--- config.mk ---
export PLATFORM = sky130hd
export DESIGN_NAME = supv_reset
export DESIGN_NICKNAME = d
export VERILOG_FILES = /design/src/rtl/supv_pkg.sv /design/src/rtl/supv_sync.sv /design/src/rtl/supv_wdog.sv /design/src/rtl/supv_stretch.sv /design/src/rtl/supv_reset.sv
export SDC_FILE = /design/constraint.sdc
export NUM_CORES = 1
export LEC_CHECK = 0
export BUFFER_PORTS_ARGS = -buffer_cell sky130_fd_sc_hd__buf_2
export CORE_AREA = 10 10 112 64
export CTS_CLUSTER_DIAMETER = 40
export CTS_CLUSTER_SIZE = 14
export DETAILED_ROUTE_END_ITERATION = 10
export DIE_AREA = 0 0 122 74
export GPL_ROUTABILITY_DRIVEN = 0
export MAX_ROUTING_LAYER = met4
export PLACE_DENSITY = 0.48
export SETUP_SLACK_MARGIN = 0.2
export SYNTH_ARGS = -nofsm -noshare
export SYNTH_HDL_FRONTEND = slang
export SYNTH_SLANG_ARGS = --single-unit
export TNS_END_PERCENT = 1
--- constraint.sdc ---
create_clock -name clk_i -period 2.25 [get_ports clk_i]
set_input_delay 0.3375 -clock clk_i [delete_from_list [all_inputs] [get_ports clk_i]]
set_output_delay 0.3375 -clock clk_i [all_outputs]
set_load 0.005 [all_outputs]
--- src/rtl/supv_pkg.sv ---
package supv_pkg;
  function automatic int cnt_w(input int n);
    return (n > 1) ? $clog2(n) : 1;
  endfunction
endpackage

--- src/rtl/supv_sync.sv ---
module supv_sync #(
  parameter int   STAGES  = 2,
  parameter logic RST_VAL = 1'b0
) (
  input  logic clk_i,
  input  logic rst_ni,
  input  logic d_i,
  output logic q_o
);
  logic [STAGES-1:0] sr_q;

  always_ff @(posedge clk_i or negedge rst_ni) begin
    if (!rst_ni) sr_q <= {STAGES{RST_VAL}};
    else         sr_q <= {sr_q[STAGES-2:0], d_i};
  end

  assign q_o = sr_q[STAGES-1];
endmodule

--- src/rtl/supv_wdog.sv ---
module supv_wdog
  import supv_pkg::*;
#(
  parameter int WD_MS = 1600
) (
  input  logic clk_i,
  input  logic rst_ni,
  input  logic tick_i,
  input  logic wdi_s_i,
  input  logic float_i,
  input  logic rst_act_i,
  output logic to_o
);
  localparam int W = cnt_w(WD_MS);
  localparam logic [W-1:0] LAST = W'(WD_MS - 1);

  logic         wdi_q;
  logic         edge_d;
  logic [W-1:0] cnt_q;

  always_ff @(posedge clk_i or negedge rst_ni) begin
    if (!rst_ni) wdi_q <= 1'b0;
    else         wdi_q <= wdi_s_i;
  end

  assign edge_d = wdi_s_i ^ wdi_q;

  // clear conditions take priority over the expiring tick
  always_ff @(posedge clk_i or negedge rst_ni) begin
    if (!rst_ni) begin
      cnt_q <= '0;
      to_o  <= 1'b0;
    end else if (rst_act_i || float_i || edge_d) begin
      cnt_q <= '0;
      to_o  <= 1'b0;
    end else if (tick_i) begin
      if (cnt_q == LAST) begin
        cnt_q <= '0;
        to_o  <= 1'b1;
      end else begin
        cnt_q <= cnt_q + 1'b1;
        to_o  <= 1'b0;
      end
    end else begin
      to_o <= 1'b0;
    end
  end

  p_clr_in_rst_r6: assert property (@(posedge clk_i) disable iff (!rst_ni)
    rst_act_i |=> (cnt_q == '0 && !to_o));
  p_float_r7: assert property (@(posedge clk_i) disable iff (!rst_ni)
    float_i |=> !to_o);
  p_edge_wins_r9: assert property (@(posedge clk_i) disable iff (!rst_ni)
    (edge_d && tick_i) |=> (cnt_q == '0 && !to_o));
endmodule

--- src/rtl/supv_stretch.sv ---
module supv_stretch
  import supv_pkg::*;
#(
  parameter int REC_MS = 200
) (
  input  logic clk_i,
  input  logic rst_ni,
  input  logic tick_i,
  input  logic hold_i,
  input  logic trig_i,
  output logic act_o
);
  localparam int W = cnt_w(REC_MS);
  localparam logic [W-1:0] LAST = W'(REC_MS - 1);

  logic [W-1:0] cnt_q;

  always_ff @(posedge clk_i or negedge rst_ni) begin
    if (!rst_ni) begin
      act_o <= 1'b1;
      cnt_q <= '0;
    end else if (hold_i || trig_i) begin
      act_o <= 1'b1;
      cnt_q <= '0;
    end else if (act_o && tick_i) begin
      if (cnt_q == LAST) begin
        act_o <= 1'b0;
        cnt_q <= '0;
      end else begin
        cnt_q <= cnt_q + 1'b1;
      end
    end
  end

  p_hold_r2: assert property (@(posedge clk_i) disable iff (!rst_ni)
    hold_i |=> act_o);
  p_release_on_tick_r1: assert property (@(posedge clk_i) disable iff (!rst_ni)
    $fell(act_o) |-> ($past(tick_i) && !$past(hold_i) && !$past(trig_i)));
endmodule

--- src/rtl/supv_reset.sv ---
module supv_reset #(
  parameter int REC_MS   = 200,
  parameter int WD_MS    = 1600,
  parameter int SYNC_STG = 2
) (
  input  logic clk_i,
  input  logic rst_ni,
  input  logic ms_tick_i,
  input  logic uv_i,
  input  logic mr_ni,
  input  logic wdi_i,
  input  logic wd_float_i,
  output logic rst_no,
  output logic rst_o
);
  logic mr_s, wdi_s, wd_to, act;

  supv_sync #(.STAGES(SYNC_STG), .RST_VAL(1'b1)) u_mr_sync (
    .clk_i(clk_i), .rst_ni(rst_ni), .d_i(mr_ni), .q_o(mr_s));

  supv_sync #(.STAGES(SYNC_STG), .RST_VAL(1'b0)) u_wdi_sync (
    .clk_i(clk_i), .rst_ni(rst_ni), .d_i(wdi_i), .q_o(wdi_s));

  supv_wdog #(.WD_MS(WD_MS)) u_wdog (
    .clk_i(clk_i), .rst_ni(rst_ni), .tick_i(ms_tick_i), .wdi_s_i(wdi_s),
    .float_i(wd_float_i), .rst_act_i(act), .to_o(wd_to));

  supv_stretch #(.REC_MS(REC_MS)) u_stretch (
    .clk_i(clk_i), .rst_ni(rst_ni), .tick_i(ms_tick_i),
    .hold_i(uv_i | ~mr_s), .trig_i(wd_to), .act_o(act));

  assign rst_o  = act;
  assign rst_no = ~act;

  p_to_asserts_r4: assert property (@(posedge clk_i) disable iff (!rst_ni)
    wd_to |=> rst_o);
endmodule

==> results.cfg, run 1 <==
[critical_path]
crit-reg2reg-launch = u_wdog.cnt_q[0]$_DFFE_PN0P_
worstPathArrival_ns = 1.89
worst_reg_to_reg_cells = 5
worst-r2r-setup-slack_ns = 0.52
setup.worst_path.start_class = flop
crit_path_end_kind = flop
critical_path_class = flop to flop
r2r-end = u_wdog.cnt_q[3]$_DFFE_PN0P_
worstPathRequired_ns = 2.41
worst-path-max-fanout = 7

[yosys]
synth_seq_area_share_pct = 51.6
syn_area_per_cell_um2 = 10.4
postSynthCellCount = 122
async_reset_ff_share_pct = 100
mappedNetlistNets = 131
synth-edff-count = 0
synth_largest_type_area_fraction_pct = 45.4
synthFlopType = sky130_fd_sc_hd__dfrtp_1
yosysUniqueCellTypes = 38
yosys_warnings = 0
netlist.top_cell.by_area = sky130_fd_sc_hd__dfrtp_1
netlist_top_cells_area = sky130_fd_sc_hd__dfrtp_1, sky130_fd_sc_hd__dfstp_2, sky130_fd_sc_hd__xnor2_1, sky130_fd_sc_hd__o31ai_1, sky130_fd_sc_hd__nand3_1
synth-seq-cells = 26
mappedNetlistArea_um2 = 1270

[layout]
stdcell_area_um2 = 1460
area_growth_pct = 15.0
fill_cells = 552
num_antenna_cells = 0
fraction_of_final_layout_cells_with_drive_strength_greater_than_1_pct = 16.4
fin_nets = 144
post_route_insts_no_fill = 207

[place]
postPlaceCellArea_um2 = 1400
io_buffer_count = 8
post-dp-hpwl_um = 1920
place_inst = 203

[power]
design_power_total_w = 0.000828
total_leakage_power_nw = 0.576
vdd_ir_drop_max_mv = 0.287
power_density_nw_per_um2 = 568

[timing]
final.period_utilization_pct = 76.9
maxSlewViolCount = 0
worst_clock_skew_ns = 0.00509
setup-tns-final_ns = 0
unrepaired_setup_endpoints_after_global_routing = false
setup_viol_count_final = 0
max_slew.worst_pin.slew_ns = 0.645
final.hold.worst_slack_ns = 0.0551
timing.final.crit_period_ns = 1.73
hold_violations = 0
fmaxAchievable_mhz = 578
headroom_to_the_max_slew_limit_pct = 56.6

[clock_network]
clock_sinks = 26
cts_hold_buffers = 0
h-tree-depth = 1
cts_made_buffers = 3
clock_tree_root_buffer_cell = sky130_fd_sc_hd__clkbuf_8
cts_post_setup_buffers_inserted = 0
tritoncts_clock_tree = built
clkSlewWorstSetupHoldPaths_ns = 0.09
cts_max_path_buffers = 2
clock_insertion_delay_worst_skew_ns = 0.27
cts.repair.resized = 0

[routing]
drt-total-wl_um = 2560
post_drt_via_cell_ratio = 4.46
route.detailed.drc = 0
drt_first_iter_violations = 56
dr_total_vias = 924
postRouteAntennaNets = 0
drtPass1Iterations = 4
avgRoutedWirePerCell_um = 12.4

[hold_path]
hp-class = input port to async pin

[die]
dieArea_um2 = 9030
die_h_um = 74
initial_utilization_pct = 24.1
rows = 19
die_width_um = 122
core-area_um2 = 5250
io-pin-count = 9

[grt]
groute.usage.overall_pct = 6.23
grt_max_degree = 27
number_of_global_route_vias_before_repair = 961
antenna_found_initial = 0
globalRoute.totalOverflow = 0
grt_first_pass_wirelength_um = 4600

[outcome]
outcome = complete, no violations

[run]
drv.max_cap_violation_count = 0
==> per-layer routing <==
layer  vias up  track usage (%)  part of all wire [%]
li1        469                -                     -
met1       440             8.51                    56
met3         2             1.89                   3.9
met2        13             8.85                    39
met4         0             1.18                  0.98
met5         -                -                     0
==> cell usage after synthesis (all sizes together) (2+ instances only) <==
master	n
nand4b	2
dfstp	3
nand4	4
a211oi	3
ha	2
nand2	9
nand3	7
and2	4
nor3	4
dfrtp	23
nor2	6
o31ai	5
o21ai	7
inv	7
xor2	2
a21oi	6
clkbuf	2
or3	2
or4	5
xnor2	6
==> worst max-delay path by stage <==
stage / startpoint / endpoint / slack (ns) / depth (start not counted)
floorplan: u_wdog.cnt_q[0]$_DFFE_PN0P_ / u_wdog.cnt_q[3]$_DFFE_PN0P_ / 0.67 / 5
global placement: u_stretch.act_o$_DFFE_PN1P_ / u_stretch.cnt_q[5]$_DFFE_PN0P_ / 0.55 / 3
detailed placement: u_wdog.cnt_q[0]$_DFFE_PN0P_ / u_wdog.cnt_q[3]$_DFFE_PN0P_ / 0.53 / 5
CTS: u_wdog.cnt_q[0]$_DFFE_PN0P_ / u_wdog.cnt_q[3]$_DFFE_PN0P_ / 0.52 / 5
global route: u_stretch.act_o$_DFFE_PN1P_ / u_stretch.cnt_q[4]$_DFFE_PN0P_ / 0.33 / 3
finish: u_wdog.cnt_q[0]$_DFFE_PN0P_ / u_wdog.cnt_q[3]$_DFFE_PN0P_ / 0.52 / 5
==> metrics by stage <==
step                util (%)  setup slack, ns
floorplan                  -            0.673
global placement        26.7            0.550
detailed placement      26.7            0.533
CTS                     27.8            0.519
global route            27.8            0.330
finish                  27.8            0.520
==> kinds of logic after synthesis <==
kind of cell	share of synthesized area [%]
buffers and inverters	3.55
DFF	51.6
xor gates and xnor gates	5.52
adders and majority gates	1.97
AOI/OAI and AO/OA	15.3
muxes	0.789
and+or+nand+nor	21.3
==> worst max-delay path, stage by stage (launching register included) <==
cell                       delay (ns)
sky130_fd_sc_hd__dfrtp_1         0.39
sky130_fd_sc_hd__ha_1            0.24
sky130_fd_sc_hd__nand4b_1        0.11
sky130_fd_sc_hd__or4_4           0.47
sky130_fd_sc_hd__o21ai_4         0.24
sky130_fd_sc_hd__o21ba_1         0.18
==> power breakdown <==
| part | internal [W] | leakage (nW) | switching (W) | total (W) |
|---|---|---|---|---|
| registers | 0.000476 | 0.346 | 0.00000522 | 0.000481 |
| logic | 0.0000131 | 0.202 | 0.0000311 | 0.0000442 |
| clock network | 0.000156 | 0.0288 | 0.000146 | 0.000303 |
==> layout by cell type, fill, tap and decap left out, types with 3 or more instances in the layout <==
cell type and instances:
sky130_fd_sc_hd__clkbuf_8 4, sky130_fd_sc_hd__inv_1 7, sky130_fd_sc_hd__o21ai_1 3, sky130_fd_sc_hd__a211oi_1 3
sky130_fd_sc_hd__xnor2_1 6, sky130_fd_sc_hd__nand3_1 7, sky130_fd_sc_hd__and2_1 4, sky130_fd_sc_hd__o31ai_1 5
sky130_fd_sc_hd__or4_1 4, sky130_fd_sc_hd__a21oi_1 6, sky130_fd_sc_hd__dfrtp_1 23, sky130_fd_sc_hd__o21ai_0 3
sky130_fd_sc_hd__buf_2 8, sky130_fd_sc_hd__nand4_1 3, sky130_fd_sc_hd__buf_4 3, sky130_fd_sc_hd__dfstp_2 3
sky130_fd_sc_hd__nor2_1 6, sky130_fd_sc_hd__nor3_1 3, sky130_fd_sc_hd__nand2_1 9
==> final cells by class <==
type / instances / area [um^2] / share of cell area [%]
inverter: 7 / 26.3 / 1.80
clock buffer: 4 / 55.1 / 3.77
tap: 73 / 91.3 / 6.26
sequential: 26 / 654 / 44.9
timing repair buffer: 11 / 62.6 / 4.29
multi-input combinational: 86 / 569 / 39.0
==> registers in the layout, summed over array words and instances (netlist names) <==
register,cells
u_wdog.cnt_q,11
u_stretch.cnt_q,8
u_mr_sync.sr_q,2
u_wdi_sync.sr_q,2
u_stretch.act_o,1
u_wdog.to_o,1
u_wdog.wdi_q,1
No activity file was read; power rests on OpenSTA's default activity.
==> run 2: changes to the inputs <==
--- a/config.mk
+++ b/config.mk
@@ -5,12 +5,13 @@
 export SDC_FILE = /design/constraint.sdc
 export NUM_CORES = 1
 export LEC_CHECK = 0
+export ABC_AREA = 1
 export BUFFER_PORTS_ARGS = -buffer_cell sky130_fd_sc_hd__buf_2
-export CORE_AREA = 10 10 112 64
+export CORE_AREA = 10 10 117 66
 export CTS_CLUSTER_DIAMETER = 40
 export CTS_CLUSTER_SIZE = 14
 export DETAILED_ROUTE_END_ITERATION = 10
-export DIE_AREA = 0 0 122 74
+export DIE_AREA = 0 0 127 76
 export GPL_ROUTABILITY_DRIVEN = 0
 export MAX_ROUTING_LAYER = met4
 export PLACE_DENSITY = 0.48
==> constraint.sdc (replaced) <==
create_clock -name clk_i -period 1.7 [get_ports clk_i]
set_input_delay 0.255 -clock clk_i [delete_from_list [all_inputs] [get_ports clk_i]]
set_output_delay 0.255 -clock clk_i [all_outputs]
set_load 0.005 [all_outputs]
==> run 2 against run 1 <==
- the flow now finishes with violations (negative hold slack)
- sequential power up 37%
- global-route usage is 0.30 points higher
- sequential share of layout area shrank 5.6 points
- maximum frequency up 20%
- flip-flop and latch count is the same
- total power grew 73%
- clock power up 120%
- count of clock-buffer cells in the layout shrank 1
- clock skew decreased by 0.0015 ns
- synthesized cell count grew 41%
==> results.cfg, run 2 <==
[grt]
grt_first_pass_wirelength_um = 5060
groute.usage.overall_pct = 6.53
grt_max_degree = 27
globalRoute.totalOverflow = 0
number_of_global_route_vias_before_repair = 978
antenna_found_initial = 0

[critical_path]
critical_path_class = flop to flop
worst-r2r-setup-slack_ns = 0.26
crit-reg2reg-launch = u_wdog.cnt_q[1]$_DFFE_PN0P_
critPathSlowestCell = sky130_fd_sc_hd__dfrtp_1
setup.worst_path.start_class = flop
critical_path.cell_chain = ha_4 > nand2_4 > nor3_4 > buf_4 > nand4_1 > a21oi_1
critPathLaunch = u_wdog.cnt_q[1]$_DFFE_PN0P_
crit_path_end_kind = flop
crit_path_max_incr_delay_ns = 0.43
r2r-end = u_wdog.cnt_q[10]$_DFFE_PN0P_
worst-path-max-fanout = 4
worstPathArrival_ns = 1.63
worst_reg_to_reg_cells = 6
worstPathRequired_ns = 1.89

[clock_network]
cts_max_path_buffers = 2
clock_insertion_delay_worst_skew_ns = 0.26
cts_made_buffers = 3
clock_tree_root_buffer_cell = sky130_fd_sc_hd__clkbuf_16
clkSlewWorstSetupHoldPaths_ns = 0.07
tritoncts_clock_tree = built
h-tree-depth = 1
clock_sinks = 26
cts_hold_buffers = 0

[die]
io-pin-count = 9
die_width_um = 127
initial_utilization_pct = 23.8
die_h_um = 76
dieArea_um2 = 9650
rows = 20
core-area_um2 = 5810

[run]
drv.max_cap_violation_count = 0

[routing]
avgRoutedWirePerCell_um = 11.1
drt_first_iter_violations = 95
postRouteAntennaNets = 0
drtPass1Iterations = 4
drt-total-wl_um = 2920
post_drt_via_cell_ratio = 4.12
route.detailed.drc = 0
dr_total_vias = 1083

[layout]
area_growth_pct = 20.7
most-common-layout-cells = sky130_fd_sc_hd__nand2_1, sky130_fd_sc_hd__inv_1, sky130_fd_sc_hd__dfrtp_1
num_antenna_cells = 0
largest_reg_flops = 11
multi_input_comb_area_um2 = 637
layout.area.seq_um2 = 654
fraction_of_final_layout_cells_with_drive_strength_greater_than_1_pct = 19.9
fill_cells = 627
reg.largest.list = u_wdog.cnt_q (11), u_stretch.cnt_q (8)
registers.top_by_ff_count = u_wdog.cnt_q
fin_nets = 196
mostFrequentLayoutCell = sky130_fd_sc_hd__nand2_1

[yosys]
async_reset_ff_share_pct = 100
mappedNetlistNets = 181
synth_seq_area_share_pct = 47.4
synth_common_cells = sky130_fd_sc_hd__nand2_1, sky130_fd_sc_hd__inv_1, sky130_fd_sc_hd__dfrtp_1, sky130_fd_sc_hd__nor2_1, sky130_fd_sc_hd__nand3_1
synthFlopType = sky130_fd_sc_hd__dfrtp_1
postSynthCellCount = 172
synth_largest_type_area_fraction_pct = 41.7
mappedNetlistArea_um2 = 1380
synth-edff-count = 0
yosysMostFrequentCell = sky130_fd_sc_hd__nand2_1
synth-seq-cells = 26
netlist.top_cell.by_area = sky130_fd_sc_hd__dfrtp_1
syn_area_per_cell_um2 = 8.03
netlist_top_cells_area = sky130_fd_sc_hd__dfrtp_1, sky130_fd_sc_hd__nand2_1, sky130_fd_sc_hd__inv_1, sky130_fd_sc_hd__nor2_1, sky130_fd_sc_hd__nand3_1
yosys_warnings = 0
yosysUniqueCellTypes = 26

[power]
power_density_nw_per_um2 = 859
design_power_total_w = 0.00143
total_leakage_power_nw = 0.787
vdd_ir_drop_max_mv = 0.447

[timing]
timing.final.crit_period_ns = 1.44
worst_clock_skew_ns = 0.00361
max_slew.worst_pin.slew_ns = 0.594
setup_viol_count_final = 0
headroom_to_the_max_slew_limit_pct = 60.4
setup-tns-final_ns = 0
final.period_utilization_pct = 84.5
final.hold.worst_slack_ns = -0.00832
hold_violations = 6
maxSlewViolCount = 0
unrepaired_setup_endpoints_after_global_routing = true
fmaxAchievable_mhz = 696

[place]
post-dp-hpwl_um = 2260
io_buffer_count = 8

[hold_path]
hp-class = input port to async pin

[outcome]
violated_checks = negative hold slack
outcome = finished, violations left
## run 2: cell count changes in the layout (fill, tap and decap cells not counted), moves of 3 or more
cell | previous run | this run
sky130_fd_sc_hd__nor2_1 | 6 | 21
sky130_fd_sc_hd__and2_1 | 4 | 0
sky130_fd_sc_hd__clkbuf_8 | 4 | 0
sky130_fd_sc_hd__nand2_1 | 9 | 36
sky130_fd_sc_hd__nand2_2 | 0 | 4
sky130_fd_sc_hd__nand3_1 | 7 | 16
sky130_fd_sc_hd__xnor2_1 | 6 | 0
sky130_fd_sc_hd__inv_1 | 7 | 26
sky130_fd_sc_hd__o31ai_1 | 5 | 1
sky130_fd_sc_hd__inv_2 | 0 | 3
sky130_fd_sc_hd__clkbuf_16 | 0 | 3
sky130_fd_sc_hd__or4_1 | 4 | 0
sky130_fd_sc_hd__a211oi_1 | 3 | 0
## run 2: per-stage QoR
stage / utilization (%) / std cells / area, um^2 / worst slack, ns
after global routing: 28.7 / 263 / 1670 / 0.188
after CTS: 28.1 / 263 / 1630 / 0.229
after floorplan: - / 172 / 1380 / 0.418
final: 28.7 / 263 / 1670 / 0.263
after global placement: 26.1 / 257 / 1510 / 0.141
after detailed placement: 26.1 / 257 / 1510 / 0.209
## run 2: layer usage
metal  GRT usage [%]  vias up  routed length (um)
met2            7.65       21                 984
met3            2.08        2                 132
met4            2.04        0                  21
met5               -        -                   0
li1                -      580                   -
met1            9.79      480                1780
## run 2: what timing repair did
item | CTS | global route
gates cloned | 0 | 0
pin swaps | 1 | 4
resized for setup | 0 | 7
endpoints found under the setup margin | 3 | 9
buffers inserted | 2 | 0
## run 2: cells by family after synthesis
kind of cell | share of synthesized area (%)
and+or+nand+nor | 33.9
AOI/OAI and AO/OA | 6.34
xor gates and xnor gates | 1.90
buffers and inverters | 8.70
adders and majority gates | 1.81
DFF | 47.4
## run 2: worst max path at each step
stage,cells past startpoint,endpoint
finish,6,u_wdog.cnt_q[10]$_DFFE_PN0P_
global route,6,u_wdog.cnt_q[10]$_DFFE_PN0P_
CTS,6,u_wdog.cnt_q[5]$_DFFE_PN0P_
detailed placement,6,u_wdog.cnt_q[5]$_DFFE_PN0P_
global placement,6,u_wdog.cnt_q[2]$_DFFE_PN0P_
floorplan,7,u_wdog.cnt_q[0]$_DFFE_PN0P_
## run 2: layout make-up
class                           instances  area share (%)
Tap cell                               77            5.78
Sequential cell                        26            39.2
Clock buffer                            3            4.50
Timing Repair Buffer                   11            3.98
Multi-Input combinational cell        116            38.2
Inverter                               29            6.53
Clock inverter                          1            1.80
## run 2: critical path, delay by kind of cell (launching register included)
kind | cells | cell delay [ns]
AND/OR/NAND/NOR | 3 | 0.44
flip-flops | 1 | 0.43
adder cells (fa/ha/maj) | 1 | 0.19
buffers and inverters | 1 | 0.17
AO/OA/AOI/OAI | 1 | 0.14
## run 2: power breakdown
| group | total, W | internal (W) | leakage [nW] | switching (W) |
|---|---|---|---|---|
| sequential | 0.000659 | 0.000639 | 0.345 | 0.0000196 |
| clock | 0.000681 | 0.000468 | 0.0511 | 0.000212 |
| combinational | 0.0000932 | 0.0000316 | 0.391 | 0.0000616 |
==> run 3: changes to the inputs <==
--- a/config.mk
+++ b/config.mk
@@ -5,16 +5,16 @@
 export SDC_FILE = /design/constraint.sdc
 export NUM_CORES = 1
 export LEC_CHECK = 0
-export ABC_AREA = 1
+export ABC_AREA = 0
 export BUFFER_PORTS_ARGS = -buffer_cell sky130_fd_sc_hd__buf_2
-export CORE_AREA = 10 10 117 66
+export CORE_AREA = 10 10 112 64
 export CTS_CLUSTER_DIAMETER = 40
 export CTS_CLUSTER_SIZE = 14
 export DETAILED_ROUTE_END_ITERATION = 10
-export DIE_AREA = 0 0 127 76
+export DIE_AREA = 0 0 122 74
 export GPL_ROUTABILITY_DRIVEN = 0
 export MAX_ROUTING_LAYER = met4
-export PLACE_DENSITY = 0.48
+export PLACE_DENSITY = 0.49
 export SETUP_SLACK_MARGIN = 0.2
 export SYNTH_ARGS = -nofsm -noshare
 export SYNTH_HDL_FRONTEND = slang
==> constraint.sdc (replaced) <==
create_clock -name clk_i -period 1.25 [get_ports clk_i]
set_input_delay 0.1875 -clock clk_i [delete_from_list [all_inputs] [get_ports clk_i]]
set_output_delay 0.1875 -clock clk_i [all_outputs]
set_load 0.005 [all_outputs]
==> run 3 against run 2 <==
- the run ends with negative setup slack left
- flip-flop and latch count did not move
- combinational power rose by 60%
- critical path depth did not move
- total power rose by 20%
- maximum frequency fell by 10%
==> results.cfg, run 3 (same netlist as run 1, synthesis figures left out) <==
[outcome]
outcome = finished, violations left
violated_checks = negative setup slack

[layout]
mostFrequentLayoutCell = sky130_fd_sc_hd__buf_4
fin_nets = 185
utilization_pct = 35.9
most-common-layout-cells = sky130_fd_sc_hd__buf_4, sky130_fd_sc_hd__dfrtp_1, sky130_fd_sc_hd__buf_2
stdcell_area_um2 = 1890
registers.top_by_ff_count = u_wdog.cnt_q
area_growth_pct = 48.7
fraction_of_final_layout_cells_with_drive_strength_greater_than_1_pct = 44.0
num_antenna_cells = 0
largest_reg_flops = 11
reg.largest.list = u_wdog.cnt_q (11), u_stretch.cnt_q (8)

[hold_path]
worst_min_delay_path_startpoint = wdi_i
hold_depth = 1
hp-class = input port to flop
worst_hold_path.endpoint = u_wdi_sync.sr_q[0]$_DFF_PN0_

[critical_path]
worstPathRequired_ns = 1.46
worstPathArrival_ns = 1.81
crit-reg2reg-launch = u_wdog.wdi_q$_DFF_PN0_
critical_path_class = flop to flop
worst_reg_to_reg_cells = 6
critical_path.top_delay_family = compound AO/OA/AOI/OAI gates
r2r-end = u_wdog.cnt_q[10]$_DFFE_PN0P_
critPathSlowestCell = sky130_fd_sc_hd__dfrtp_1
setup.worst_path.start_class = flop
crit_path_max_incr_delay_ns = 0.41
worst-r2r-setup-slack_ns = -0.35
critical_path.cell_chain = xor2_2 > buf_4 > o41ai_1 > buf_4 > o31ai_1 > a21oi_2
worst-path-max-fanout = 4
critical-path-top-cell-by-count = sky130_fd_sc_hd__buf_4
crit_path_end_kind = flop
cp_num_buf_inv = 2

[grt]
number_of_global_route_vias_before_repair = 1176
grt_first_pass_wirelength_um = 5700
grt_max_degree = 27
antenna_found_initial = 0
groute.usage.overall_pct = 8.04
globalRoute.totalOverflow = 0

[power]
power_density_nw_per_um2 = 912
design_power_total_w = 0.00172
vdd_ir_drop_max_mv = 0.517
total_leakage_power_nw = 0.806

[routing]
drt-total-wl_um = 3260
drt_first_iter_violations = 50
postRouteAntennaNets = 0
dr_total_vias = 1094
avgRoutedWirePerCell_um = 13.2
route.detailed.drc = 0
post_drt_via_cell_ratio = 4.41
drtPass1Iterations = 4

[run]
drv.max_cap_violation_count = 0

[die]
core-area_um2 = 5250
rows = 19
dieArea_um2 = 9030
io-pin-count = 9
initial_utilization_pct = 24.1
die_h_um = 74
die_width_um = 122

[clock_network]
cts_made_buffers = 3
tritoncts_clock_tree = built
clkSlewWorstSetupHoldPaths_ns = 0.09
clock_sinks = 26
clock_insertion_delay_worst_skew_ns = 0.27
h-tree-depth = 1
clock_tree_root_buffer_cell = sky130_fd_sc_hd__clkbuf_8
cts_max_path_buffers = 2

[timing]
headroom_to_the_max_slew_limit_pct = 59.5
unrepaired_setup_endpoints_after_global_routing = true
final.hold.worst_slack_ns = 0.0116
timing.final.crit_period_ns = 1.60
max_slew.worst_pin.slew_ns = 0.607
final.period_utilization_pct = 128
worst_clock_skew_ns = 0.00368
setup_viol_count_final = 20
fmaxAchievable_mhz = 626
setup_ws_ns = -0.347
maxSlewViolCount = 0
hold_violations = 0

[place]
post-dp-hpwl_um = 2500
placement.setup.worst_slack_ns = -0.389
io_buffer_count = 8
postPlaceCellArea_um2 = 1680
## run 3: cell count changes in the layout (fill, tap and decap cells not counted), moves of 4 or more
| cell | change |
|---|---|
| sky130_fd_sc_hd__buf_4 | +36 |
| sky130_fd_sc_hd__nand2_1 | -29 |
| sky130_fd_sc_hd__nand3_1 | -9 |
| sky130_fd_sc_hd__o21ai_0 | -4 |
| sky130_fd_sc_hd__nor2_1 | -15 |
| sky130_fd_sc_hd__inv_1 | -19 |
| sky130_fd_sc_hd__xnor2_1 | +6 |
## run 3: metal layers
| layer | track usage [%] | up-vias | routed length (um) |
|---|---|---|---|
| met5 | - | - | 0 |
| met4 | 1.18 | 0 | 0 |
| met3 | 2.19 | 0 | 146 |
| met2 | 10.9 | 16 | 1370 |
| met1 | 11.6 | 530 | 1750 |
| li1 | - | 548 | - |
## run 3: final cells by class
cell class | count | area, um^2
repair buffers | 52 | 399
multi-input cells | 86 | 644
fillers | 533 | 3370
flip-flops and latches | 26 | 654
well taps | 73 | 91.3
inverters | 7 | 26.3
clock inverters | 1 | 30.0
clock buffers | 3 | 41.3
## run 3: power by group
part / internal [W] / switching, W / total [W]
logic: 0.0000699 / 0.0000789 / 0.000149
clock network: 0.000429 / 0.000278 / 0.000707
registers: 0.000857 / 0.00000699 / 0.000864
total: 0.00136 / 0.000364 / 0.00172
## run 3: worst max path at each step
stage                                startpoint                      endpoint  slack [ns]  cells past startpoint
finish                   u_wdog.wdi_q$_DFF_PN0_  u_wdog.cnt_q[10]$_DFFE_PN0P_       -0.35                      6
global route        u_wdog.cnt_q[0]$_DFFE_PN0P_   u_wdog.cnt_q[8]$_DFFE_PN0P_       -0.44                      6
CTS                 u_wdog.cnt_q[0]$_DFFE_PN0P_   u_wdog.cnt_q[8]$_DFFE_PN0P_       -0.36                      6
detailed placement  u_wdog.cnt_q[0]$_DFFE_PN0P_   u_wdog.cnt_q[3]$_DFFE_PN0P_       -0.39                      5
global placement    u_wdog.cnt_q[4]$_DFFE_PN0P_  u_wdog.cnt_q[10]$_DFFE_PN0P_       -0.34                      5
floorplan           u_wdog.cnt_q[0]$_DFFE_PN0P_   u_wdog.cnt_q[3]$_DFFE_PN0P_       -0.33                      5
## run 3: repair_timing
action                     CTS  global route
setup endpoints to repair   23            23
setup buffers                2             0
resized for setup           17             7
pin swaps                    9             4
hold buffers                 2             0
hold endpoints to repair    24             0
## run 3: worst register-to-register path, stage by stage (launching register included)
cell and delay, ns:
sky130_fd_sc_hd__dfrtp_1 0.41, sky130_fd_sc_hd__xor2_2 0.18, sky130_fd_sc_hd__buf_4 0.14, sky130_fd_sc_hd__o41ai_1 0.36, sky130_fd_sc_hd__buf_4 0.21, sky130_fd_sc_hd__o31ai_1 0.09, sky130_fd_sc_hd__a21oi_2 0.14
## run 3: metrics by stage
stage | setup TNS [ns] | cells
after floorplan | -3.38 | 122
after global placement | -3.96 | 240
after detailed placement | -4.32 | 240
after CTS | -4.22 | 248
after global routing | -5.66 | 248
final | -4.08 | 248
